## src/rtl/cntsrc_pkg.sv

```systemverilog
package cntsrc_pkg;
  localparam int BYTE_W   = 8;
  localparam int SRC_W    = 5;
  localparam int NUM_SRC  = 1 << SRC_W;
  localparam int LO_W     = 3;
  localparam int GRP_BIT  = 5;
  localparam int CH_LSB   = 3;
  localparam int CH_W     = 2;
  localparam int HI_LSB   = 6;
  localparam int NUM_GRP  = 2;

  typedef struct packed {
    logic            grp;
    logic [CH_W-1:0] chan;
    logic [SRC_W-1:0] code;
  } route_cmd_t;

  function automatic route_cmd_t unpack_byte(input logic [BYTE_W-1:0] b,
                                             input logic enh);
    route_cmd_t c;
    c.grp  = b[GRP_BIT];
    c.chan = b[CH_LSB +: CH_W];
    c.code = {(enh ? b[HI_LSB +: SRC_W-LO_W] : {(SRC_W-LO_W){1'b0}}), b[LO_W-1:0]};
    return c;
  endfunction
endpackage

```

## src/rtl/cntsrc_decode.sv

```systemverilog
module cntsrc_decode
  import cntsrc_pkg::*;
#(
  parameter int CH_PER_GROUP = 3,
  localparam int NUM_CTR = NUM_GRP * CH_PER_GROUP,
  localparam int IDX_W   = $clog2(NUM_CTR)
) (
  input  logic [BYTE_W-1:0] wr_data,
  input  logic              enh_mode,
  output logic [IDX_W-1:0]  tgt_idx,
  output logic [SRC_W-1:0]  tgt_code,
  output logic              tgt_hit
);
  route_cmd_t cmd;

  always_comb begin
    cmd      = unpack_byte(wr_data, enh_mode);
    tgt_code = cmd.code;
    tgt_hit  = (int'(cmd.chan) < CH_PER_GROUP);
    tgt_idx  = IDX_W'(int'(cmd.grp) * CH_PER_GROUP + int'(cmd.chan));
  end
endmodule

```

## src/rtl/cntsrc_bank.sv

```systemverilog
module cntsrc_bank
  import cntsrc_pkg::*;
#(
  parameter int NUM_CTR = 6,
  localparam int IDX_W  = $clog2(NUM_CTR)
) (
  input  logic                     clk,
  input  logic                     rst_n,
  input  logic                     ld_en,
  input  logic [IDX_W-1:0]         ld_idx,
  input  logic [SRC_W-1:0]         ld_code,
  output logic [NUM_CTR*SRC_W-1:0] codes_q
);
  for (genvar i = 0; i < NUM_CTR; i++) begin : g_slot
    logic             slot_ld;
    logic [SRC_W-1:0] slot_d;

    always_comb begin
      slot_ld = ld_en && (ld_idx == IDX_W'(i));
      slot_d  = slot_ld ? ld_code : codes_q[i*SRC_W +: SRC_W];
    end

    always_ff @(posedge clk or negedge rst_n) begin
      if (!rst_n) codes_q[i*SRC_W +: SRC_W] <= '0;
      else        codes_q[i*SRC_W +: SRC_W] <= slot_d;
    end
  end
endmodule

```

## src/rtl/cntsrc_mux.sv

```systemverilog
module cntsrc_mux
  import cntsrc_pkg::*;
#(
  parameter logic [NUM_SRC-1:0] TAP_MASK = '1
) (
  input  logic [SRC_W-1:0]   code,
  input  logic               zero_src,
  input  logic [NUM_SRC-1:0] taps,
  output logic               sel_out
);
  logic [NUM_SRC-1:0] live;

  assign live[0] = zero_src;
  for (genvar s = 1; s < NUM_SRC; s++) begin : g_tap
    if (TAP_MASK[s]) begin : g_on
      assign live[s] = taps[s];
    end else begin : g_off
      assign live[s] = 1'b0;
    end
  end

  assign sel_out = live[code];
endmodule

```

## src/rtl/cntsrc_router.sv

```systemverilog
module cntsrc_router
  import cntsrc_pkg::*;
#(
  parameter int CH_PER_GROUP = 3,
  parameter logic [NUM_SRC-1:0] CLK_TAP_MASK  = 32'h0000_F83F,
  parameter logic [NUM_SRC-1:0] GATE_TAP_MASK = 32'h00FF_00FF,
  localparam int NUM_CTR = NUM_GRP * CH_PER_GROUP
) (
  input  logic               clk,
  input  logic               rst_n,
  input  logic               wr_en,
  input  logic               wr_sel,
  input  logic [BYTE_W-1:0]  wr_data,
  input  logic               enh_mode,
  input  logic [NUM_CTR-1:0] ext_clk,
  input  logic [NUM_SRC-1:0] clk_taps,
  input  logic [NUM_SRC-1:0] gate_taps,
  output logic [NUM_CTR-1:0] ctr_clk,
  output logic [NUM_CTR-1:0] ctr_gate
);
  localparam int IDX_W = $clog2(NUM_CTR);

  logic [IDX_W-1:0]         tgt_idx;
  logic [SRC_W-1:0]         tgt_code;
  logic                     tgt_hit;
  logic                     clk_ld, gate_ld;
  logic [NUM_CTR*SRC_W-1:0] clk_codes_q, gate_codes_q;

  cntsrc_decode #(.CH_PER_GROUP(CH_PER_GROUP)) u_dec (
    .wr_data  (wr_data),
    .enh_mode (enh_mode),
    .tgt_idx  (tgt_idx),
    .tgt_code (tgt_code),
    .tgt_hit  (tgt_hit)
  );

  assign clk_ld  = wr_en && tgt_hit && !wr_sel;
  assign gate_ld = wr_en && tgt_hit &&  wr_sel;

  cntsrc_bank #(.NUM_CTR(NUM_CTR)) u_clk_bank (
    .clk     (clk),
    .rst_n   (rst_n),
    .ld_en   (clk_ld),
    .ld_idx  (tgt_idx),
    .ld_code (tgt_code),
    .codes_q (clk_codes_q)
  );

  cntsrc_bank #(.NUM_CTR(NUM_CTR)) u_gate_bank (
    .clk     (clk),
    .rst_n   (rst_n),
    .ld_en   (gate_ld),
    .ld_idx  (tgt_idx),
    .ld_code (tgt_code),
    .codes_q (gate_codes_q)
  );

  for (genvar i = 0; i < NUM_CTR; i++) begin : g_ctr
    cntsrc_mux #(.TAP_MASK(CLK_TAP_MASK)) u_clk_mux (
      .code     (clk_codes_q[i*SRC_W +: SRC_W]),
      .zero_src (ext_clk[i]),
      .taps     (clk_taps),
      .sel_out  (ctr_clk[i])
    );
    cntsrc_mux #(.TAP_MASK(GATE_TAP_MASK)) u_gate_mux (
      .code     (gate_codes_q[i*SRC_W +: SRC_W]),
      .zero_src (1'b1),
      .taps     (gate_taps),
      .sel_out  (ctr_gate[i])
    );
  end
endmodule

```

## config.mk

```make
export PLATFORM = sky130hd
export DESIGN_NAME = cntsrc_router
export DESIGN_NICKNAME = d
export VERILOG_FILES = /design/src/rtl/cntsrc_pkg.sv /design/src/rtl/cntsrc_decode.sv /design/src/rtl/cntsrc_bank.sv /design/src/rtl/cntsrc_mux.sv /design/src/rtl/cntsrc_router.sv
export SDC_FILE = /design/constraint.sdc
export NUM_CORES = 1
export LEC_CHECK = 0
export CAP_MARGIN = 25
export CORE_MARGIN = 2
export CORE_UTILIZATION = 40
export CTS_BUF_LIST = sky130_fd_sc_hd__clkbuf_16
export DETAILED_ROUTE_END_ITERATION = 10
export PLACE_DENSITY = 0.66
export REMOVE_ABC_BUFFERS = 1
export SLEW_MARGIN = 10
export SYNTH_ARGS = -nofsm -noshare
export SYNTH_HDL_FRONTEND = slang
export SYNTH_SLANG_ARGS = --single-unit
```

## constraint.sdc

```tcl
create_clock -name clk -period 2.55 [get_ports clk]
set_input_delay 0.3825 -clock clk [delete_from_list [all_inputs] [get_ports clk]]
set_output_delay 0.3825 -clock clk [all_outputs]
set_load 0.01 [all_outputs]
```

==> results of run 1 <==
[Yosys cell counts (all sizes together) (2+ instances only)]
master	n
a2111oi	2
a211oi	20
a21boi	2
a21oi	7
a221oi	6
a22oi	2
a31oi	4
and2	2
buf	14
clkbuf	21
dfrtp	60
inv	5
mux2	68
mux2i	27
mux4	18
nand2	7
nand2b	6
nand3	2
nand4	2
nor2	7
nor2b	6
nor4	2
o21ai	14
o22ai	4
[cells in the final DEF, fill, tap and decap left out, drive strengths merged, types with 4 or more instances in the layout]
master	netlist	layout
a221oi	6	6
clkbuf	21	9
a21oi	7	7
dfrtp	60	60
mux2	68	68
nand2b	6	6
a211oi	20	20
o21ai	14	14
dlymetal6s2s	0	4
inv	5	5
nor2	7	7
dlygate4sd2	0	10
nor2b	6	6
buf	14	33
nand2	7	7
mux2i	27	27
mux4	18	18
a31oi	4	4
o22ai	4	4
clkinv	0	6
clkdlybuf4s50	0	40
[repair_timing]
action,4_1_cts,5_1_grt
pin swaps,0,0
resized for setup,12,4
buffers inserted,0,0
setup endpoints to repair,12,4
[per-stage QoR]
step | TNS [ps] | setup WS (ps) | instances | total power [mW]
6_report | 0 | 82.6 | 523 | 4.28
5_1_grt | 0 | 3.70 | 523 | 4.54
4_1_cts | 0 | 4.25 | 523 | 4.32
3_5_place_dp | -5790 | -209 | 507 | 3.32
3_3_place_gp | -4790 | -208 | 507 | 3.27
2_1_floorplan | 0 | 296 | 287 | 2.66
[metal layers]
metal	vias up	wire length [microns]	GRT usage, %
met5	-	0	0
met2	59	4700	31.0
met1	1502	4170	25.5
li1	1358	-	-
met4	0	105	6.36
met3	11	388	2.71
[worst register-to-register path: cells and delay by family, from the launching register on]
family,cells,cell delay [ps]
buffers and inverters,1,170
flip-flops,1,380
multiplexers,1,260
[layout make-up]
type	instances	area [sq um]	area share [%]
clock buffers	9	225	4.56
clock inverters	7	33.8	0.685
inverters	5	18.8	0.380
multi-input cells	222	2210	44.7
flip-flops and latches	60	1500	30.4
well taps	133	166	3.37
repair buffers	87	783	15.9
[cells by family (layout without fill, tap and decap cells)]
group | after synthesis | after routing | share of synthesized area (%)
buffers and inverters | 40 | 108 | 5.07
flip-flops | 60 | 60 | 38.5
adder cells (fa/ha/maj) | 2 | 2 | 0.834
AND/OR/NAND/NOR | 42 | 42 | 6.84
multiplexers | 113 | 113 | 37.5
AO/OA/AOI/OAI | 65 | 65 | 11.3
[worst max path at each step]
stage | startpoint | end | slack (ps) | cells past startpoint
after floorplan | wr_data[3] | u_gate_bank.codes_q[13] | 300 | 4
after global placement | gate_taps[1] | ctr_gate[4] | -210 | 7
after detailed placement | wr_data[3] | u_gate_bank.codes_q[0] | -210 | 5
after CTS | clk_taps[1] | ctr_clk[5] | 4 | 7
after global routing | clk_taps[12] | ctr_clk[1] | 4 | 7
final | gate_taps[1] | ctr_gate[4] | 80 | 7
[flip-flops by register name (all words and copies together), names as in the netlist]
register / flops
u_gate_bank.codes_q: 30
u_clk_bank.codes_q: 30
[power breakdown]
group / internal [mW] / switching (mW)
Clock: 0.639 / 0.393
Combinational: 1.00 / 0.570
Sequential: 1.25 / 0.427
Total: 2.89 / 1.39
==> results by group, run 1 <==
Worst setup path
  • Startpoint types: input port
  • R2R Path End: u_clk_bank.codes_q[0]
  • Top delay family on crit path: buffers and inverters
  • Most used cell, CP: a211oi_1
  • Setup crit end kind: output port
  • CP Cell Sequence: clkdlybuf4s50_1 > buf_4 > mux2i_1 > a221oi_1 > a211oi_1 > a211oi_1 > dlygate4sd2_1
  • Reg2Reg Setup Slack: 1630 ps
  • RR Startpoint: u_clk_bank.codes_q[0]
  • CP max stage delay: ~500 ps
  • CP Max Fanout: 3
  • CP Class: input port to output port
  • Critical path data arrival time: 2080 ps
  • CP bufs+invs: 3
  • R2R depth: 2
  • Slowest CP cell: clkdlybuf4s50_1
  • Required @ worst endpoint: roughly 2200 ps

Finish
  • Post-layout net count: 470
  • P&R area growth vs syn: 26.6%
  • Fill count: 860
  • Share of layout cells above drive strength 1: 35.1%
  • Util after Layout: 51.4%
  • Ant diodes: 0
  • Fin area: 4930 sq um

STA
  • WHS: 55.3 ps
  • Fin. max-slew vios: 0
  • Final setup vio count: 0
  • Post-route clock period utilization: between 90% and 100%
  • Highest Clock Rate: between 400 and 500 MHz
  • Slew @ Worst Pin: between 600 and 700 ps
  • Final min period: 2470 ps
  • Final hold viol count: 0
  • Slew HR: a little under three fifths
  • Clock skew: 0 ps
  • RSZ-0062 raised after global routing: no

Placement
  • PortBufs: 55
  • HPWL after DPL: about 6700 microns
  • Placer Congestion: 0.842
  • Post-DP Area: 4670 sq um

Pwr
  • P_leak: between 2 and 2.5 nW
  • Power density over the cells: between 800 and 900 nW/um^2
  • Max IR drop VDD: 0.417 mV

Global routing
  • Number of global-route vias before repair: roughly 2800
  • GR Overflow Total: 0
  • Initial antenna violation count: 0
  • Largest net degree at the start of global routing: 27
  • First-pass GRT wire length: roughly 15000 microns
  • GR Util All Layers: approximately a fifth

Floorplan
  • Die ar.: about 11000 sq um
  • Starting Density: ~41%
  • DIE HEIGHT: 103 microns
  • Die W: 103 microns
  • Num rows: 36
  • Io pins: 95
  • Core area: between 9000 and 10000 sq um

Flow run
  • Max cap viols: 0

Hold path
  • Hold crit path type: input port to async pin

Logic synthesis
  • Dominant synthesized flop cell: dfrtp_1
  • Yosys top cell area share: about two fifths
  • Yosys reg bits: 60
  • Top cells by area, synth: dfrtp_1 (39%), mux2_2 (18%), mux4_2 (10%), mux2i_1 (6.9%), a211oi_1 (3.9%)
  • Synthesized cell area: just under 4000 sq um
  • Post-synth EDFFs: 0
  • Async S/R FF share, synth: between 90% and 100%
  • Yosys warning total: 0
  • Register area share after synthesis: between 30% and 40%
  • Post-Syn Area per Cell: ~12 sq um
  • Post-synthesis cell type count: 42
  • Area leader, netlist: dfrtp_1
  • Syn Inst Count: around 320

Clocking
  • Worst-Skew Late Latency: roughly 320 ps
  • Clock sink count: 60
  • CTS clk-pin slew, worst paths: around 50 ps
  • Clk buf depth: 2
  • Cts bufs inserted: 9
  • H-tree depth: 3
  • CTS Root Cell: clkbuf_16
  • CTS Hold Bufs: 0
  • CTS tree: yes

Routing
  • Vias: slightly below 3000
  • DRT iter0 DRCs: around 120
  • Final wirelength: roughly 9400 microns
  • DR vias/cell: about 5.6
  • Drt drc: 0
  • DR pass1 iterations: 4
  • WL/cell: 17.9 microns
  • Post-route antenna net violation count: 0

Outcome
  • Outcome: completed
Power figures use the tool's default switching activity.
==> run 2, diff against run 1 <==
--- a/config.mk
+++ b/config.mk
@@ -10,7 +10,8 @@
 export CORE_UTILIZATION = 40
 export CTS_BUF_LIST = sky130_fd_sc_hd__clkbuf_16
 export DETAILED_ROUTE_END_ITERATION = 10
-export PLACE_DENSITY = 0.66
+export MAX_ROUTING_LAYER = met4
+export PLACE_DENSITY = 0.68
 export REMOVE_ABC_BUFFERS = 1
 export SLEW_MARGIN = 10
 export SYNTH_ARGS = -nofsm -noshare
==> constraint.sdc (replaced) <==
create_clock -name clk -period 2.14 [get_ports clk]
set_input_delay 0.321 -clock clk [delete_from_list [all_inputs] [get_ports clk]]
set_output_delay 0.321 -clock clk [all_outputs]
set_load 0.01 [all_outputs]
==> results by group, run 2 (synthesis results as in run 1) <==
Hold path
  • Hold crit path type: input port to async pin

Global routing
  • Largest net degree at the start of global routing: 32
  • GR Overflow Total: 0
  • Number of global-route vias before repair: roughly 3100
  • Initial antenna violation count: 0
  • First-pass GRT wire length: 16300 microns
  • GR Util All Layers: approximately 22%

Finish
  • Share of layout cells above drive strength 1: 49.2%
  • P&R area growth vs syn: 34.6%
  • Fin area: around 5200 sq um
  • Most frequent cells in the layout: mux2_2 (63), buf_4 (57), dfrtp_1 (52)
  • Fill count: 800
  • Post-layout net count: between 400 and 500
  • Final Instance Count excl. Fillers: ~550
  • FF+latch area: 1510 sq um
  • Util after Layout: 54.7%
  • Largest registers: u_clk_bank.codes_q: 30 flops, u_gate_bank.codes_q: 30 flops
  • Ant diodes: 0
  • Multi-input logic area: 2310 sq um
  • Commonest non-fill, non-tap cell in the layout: mux2_2

Worst setup path
  • Crit path from: u_gate_bank.codes_q[0]
  • Setup crit end kind: output port
  • CP Max Fanout: 5
  • CP Capture Point: ctr_gate[0]
  • R2R depth: 2
  • Reg2Reg Setup Slack: 1150 ps
  • R2R Path End: u_clk_bank.codes_q[10]
  • Required @ worst endpoint: 1820 ps
  • RR Startpoint: u_clk_bank.codes_q[10]
  • Critical path data arrival time: 1780 ps
  • CP Class: register to output port
  • Startpoint types: register

Placement
  • Post-DP Area: just under 5000 sq um
  • PortBufs: between 50 and 60
  • HPWL after DPL: 7380 microns
  • Placed Cells: approximately 530
  • Placer Congestion: slightly below 1

Clocking
  • Worst-Skew Late Latency: ~340 ps
  • CTS clk-pin slew, worst paths: 50 ps
  • CTS tree: yes
  • CTS Root Cell: clkbuf_16
  • Clock sink count: 60
  • Clk buf depth: 2
  • H-tree depth: 3
  • Cts bufs inserted: 9

Outcome
  • Outcome: completed

Floorplan
  • Core area: around 9600 sq um
  • Num rows: 36
  • DIE HEIGHT: around 100 microns
  • Io pins: 95
  • Die W: 103 microns
  • Starting Density: 40.6%
  • Die ar.: ~11000 sq um

Routing
  • Vias: between 3000 and 4000
  • DRT iter0 DRCs: 120
  • Post-route antenna net violation count: 0
  • DR vias/cell: ~5.6
  • Drt drc: 0
  • DR pass1 iterations: 4
  • WL/cell: about 19 microns
  • Final wirelength: about 10000 microns

Pwr
  • Reg power frac: 34.4%
  • Logic gate share of total power: a little under two fifths
  • Sw frac: 31.9%
  • Clk network pwr share: between 20% and 30%
  • P_leak: roughly 2.3 nW
  • Power Internal: 3.97 mW
  • Max IR drop VDD: ~0.34 mV
  • Switching power: 1.85 mW
  • Power density over the cells: between 1000 and 1500 nW/um^2

STA
  • Final min period: 2100 ps
  • Final setup vio count: 0
  • Post-route clock period utilization: between 90% and 100%
  • Clock skew: 0 ps
  • RSZ-0062 raised after global routing: yes
  • Final hold viol count: 0
  • WHS: about 28 ps
  • Slew HR: 53.7%
  • Fin. max-slew vios: 0
  • Slew @ Worst Pin: a little under 700 ps
  • TNS Setup: 0 ps
  • Highest Clock Rate: roughly 480 MHz

Flow run
  • Max cap viols: 0
## run 2: cell types whose count changed in the layout (fill, tap and decap cells not counted), sizes merged, moves of 3 or more
| cell | change |
|---|---|
| buf | +34 |
| bufinv | +3 |
| clkdlybuf4s50 | -19 |
| clkinv | -4 |
| dlygate4sd2 | +12 |
| dlymetal6s2s | -4 |
## run 2: routing by layer
layer  track usage (%)  part of all wire, %
met2              34.1                   52
met3              2.51                  4.0
met5                 -                    0
met4              11.2                  2.6
met1              27.6                   42
## run 2: how the worst min path moves through the flow
stage / endpoint / from / cells after the start / slack (ps)
after floorplan: u_clk_bank.codes_q[0] / rst_n / 0 / 30
after global placement: u_clk_bank.codes_q[10] / rst_n / 1 / 400
after detailed placement: u_clk_bank.codes_q[14] / rst_n / 1 / 410
after CTS: u_clk_bank.codes_q[14] / rst_n / 1 / 50
after global routing: u_clk_bank.codes_q[14] / rst_n / 1 / 90
final: u_clk_bank.codes_q[14] / rst_n / 1 / 30
## run 2: through the flow
step	total power [mW]	worst slack, ps
2_1_floorplan	3.17	-52.4
3_3_place_gp	4.02	-462
3_5_place_dp	4.09	-521
4_1_cts	5.80	2.87
5_1_grt	6.15	-57.9
6_report	5.82	36.0
## run 2: power by group through the flow
stage | logic [mW] | clock network (mW) | registers [mW]
after floorplan | 1.28 | 0 | 1.88
after global placement | 2.07 | 0 | 1.96
after detailed placement | 2.11 | 0 | 1.97
after CTS | 2.15 | 1.67 | 1.99
after global routing | 2.36 | 1.71 | 2.07
final | 2.18 | 1.64 | 2.00
## run 2: critical path: stages, from the launching register on
cell and delay [ps]:
dfrtp_2 430, mux4_2 540, mux2i_1 160, a211oi_1 90, clkdlybuf4s15_2 230
## run 2: cell type report
class                   instances  area share, %
clock buffers                   9           4.29
clock inverters                 7           2.19
inverters                       5          0.358
multi-input cells             222           44.1
flip-flops and latches         60           28.8
well taps                     133           3.17
repair buffers                112           17.1
## run 2: what timing repair did
action | 4_1_cts | 5_1_grt
setup buffers | 4 | 1
gates resized for setup | 85 | 15
pin swaps | 8 | 2
endpoints found under the setup margin | 53 | 17
hold buffers | 0 | 0
==> run 3, diff against run 2 <==
--- a/config.mk
+++ b/config.mk
@@ -12,6 +12,7 @@
 export DETAILED_ROUTE_END_ITERATION = 10
 export MAX_ROUTING_LAYER = met4
 export PLACE_DENSITY = 0.68
+export RECOVER_POWER = 25
 export REMOVE_ABC_BUFFERS = 1
 export SLEW_MARGIN = 10
 export SYNTH_ARGS = -nofsm -noshare
==> results by group, run 3 (synthesis results as in run 1) <==
STA
  • Post-route clock period utilization: 98.3%
  • Highest Clock Rate: ~480 MHz
  • Fin. max-slew vios: 32
  • Clock skew: 0 ps
  • RSZ-0062 raised after global routing: yes
  • WHS: between 400 and 500 ps
  • Final hold viol count: 0
  • Final min period: ~2100 ps
  • Slew HR: -10.5%
  • TNS Setup: 0 ps
  • Final WS setup: about 36 ps
  • Final setup vio count: 0
  • Slew @ Worst Pin: 1660 ps

Pwr
  • P_leak: 2.25 nW
  • Max IR drop VDD: approximately 0.34 mV
  • Power density over the cells: roughly 1100 nW/um^2

Floorplan
  • Io pins: 95
  • Starting Density: about 41%
  • Die W: approximately 100 microns
  • DIE HEIGHT: 103 microns
  • Die ar.: roughly 11000 sq um
  • Num rows: 36
  • Core area: about 9600 sq um

Finish
  • Final Instance Count excl. Fillers: around 550
  • FF+latch area: about 1500 sq um
  • Fill count: 801
  • Commonest non-fill, non-tap cell in the layout: mux2_2
  • Most frequent cells in the layout: mux2_2 (63), buf_4 (56), dfrtp_1 (52)
  • Ant diodes: 0
  • Post-layout net count: 495
  • Largest registers: u_clk_bank.codes_q: 30 flops, u_gate_bank.codes_q: 30 flops
  • P&R area growth vs syn: 34.5%
  • Share of layout cells above drive strength 1: around 49%
  • Multi-input logic area: 2310 sq um
  • Util after Layout: a little over half

Routing
  • DR vias/cell: between 5 and 6
  • Drt drc: 0
  • Met2 wire len: about 5400 microns
  • Post-route antenna net violation count: 0
  • Metal-1 WL: 4380 microns
  • WL/cell: 19.1 microns
  • Met3 WL post-DR: around 420 microns
  • Final wirelength: about 10000 microns
  • Vias: about 3100
  • DR pass1 iterations: 4
  • Uppermost layer routed: met4
  • DRT iter0 DRCs: 120

Clocking
  • CTS tree: yes
  • CTS clk-pin slew, worst paths: around 50 ps
  • Worst-Skew Late Latency: ~340 ps
  • CTS Root Cell: clkbuf_16
  • Clock sink count: 60
  • H-tree depth: 3
  • Clk buf depth: 2
  • Cts bufs inserted: 9
  • CTS Hold Bufs: 0

Outcome
  • Violated checks: capacitance limit, slew limit
  • Outcome: complete, but fails checks

Global routing
  • GR Overflow Total: 0
  • First-pass GRT wire length: between 15000 and 20000 microns
  • Number of global-route vias before repair: about 3100
  • Initial antenna violation count: 0
  • Largest net degree at the start of global routing: 32
  • GR Util All Layers: 21.6%

Placement
  • HPWL after DPL: about 7400 microns
  • Placed Cells: about 530
  • Placer Congestion: between 0.9 and 1
  • PortBufs: 55
  • Place WS: -521 ps

Worst setup path
  • Reg2Reg Setup Slack: between 1000 and 1500 ps
  • Setup crit end kind: output port
  • R2R depth: 2
  • RR Startpoint: u_clk_bank.codes_q[10]
  • Slowest CP cell: mux4_2
  • CP Capture Point: ctr_gate[0]
  • Critical path data arrival time: approximately 1800 ps
  • CP Class: register to output port
  • Required @ worst endpoint: between 1500 and 2000 ps
  • CP max stage delay: roughly 540 ps
  • Crit path from: u_gate_bank.codes_q[0]
  • CP Cell Sequence: mux4_2 > mux2i_1 > a211oi_1 > clkdlybuf4s15_2
  • Startpoint types: register
  • CP Max Fanout: 5
  • R2R Path End: u_clk_bank.codes_q[10]

Flow run
  • Max cap viols: 1

Hold path
  • Hold crit path type: input port to async pin
[run 3: metal layers]
layer	vias up	global-route usage [%]
met5	-	-
met4	0	11.2
met3	25	2.51
met2	82	34.1
met1	1542	27.6
li1	1425	-
[run 3: where the power goes]
part           leakage, nW  total, mW  switching, mW  internal [mW]
Combinational         1.33       2.18          0.847           1.33
Sequential           0.755       2.00          0.496           1.50
Clock                0.161       1.64          0.511           1.13
Total                 2.25       5.82           1.85           3.96
[run 3: final cells by class]
cell class	instances	share of cell area [%]
repair buffers	112	17.0
clock buffers	9	4.29
well taps	133	3.17
clock inverters	7	2.19
flip-flops and latches	60	28.8
multi-input cells	222	44.1
inverters	5	0.358
[run 3: critical path, delay by kind of cell (launching register included)]
family                 cells  cell delay [ps]
AOI/OAI and AO/OA          1               90
buffers and inverters      1              230
DFF                        1              430
muxes                      2              700
[run 3: stage by stage]
stage | cell area [sq um] | total power [mW]
after floorplan | 3720 | 3.17
after global placement | 4820 | 4.02
after detailed placement | 4820 | 4.09
after CTS | 5220 | 5.80
after global routing | 5250 | 6.14
final | 5250 | 5.82
[run 3: worst min path at each step]
stage                          start                      to  slack (ps)  depth (start not counted)
2_1_floorplan                  rst_n   u_clk_bank.codes_q[0]          30                          0
3_3_place_gp                   rst_n  u_clk_bank.codes_q[10]         400                          1
3_5_place_dp                   rst_n  u_clk_bank.codes_q[14]         410                          1
4_1_cts                        rst_n  u_clk_bank.codes_q[14]          50                          1
5_1_grt        u_clk_bank.codes_q[4]   u_clk_bank.codes_q[4]         530                          1
6_report                       rst_n  u_clk_bank.codes_q[14]         400                          1
[run 3: timing repair]
item | 4_1_cts | 5_1_grt
endpoints found under the setup margin | 53 | 17
pin swaps | 8 | 2
resized for setup | 85 | 15
setup buffers | 4 | 1
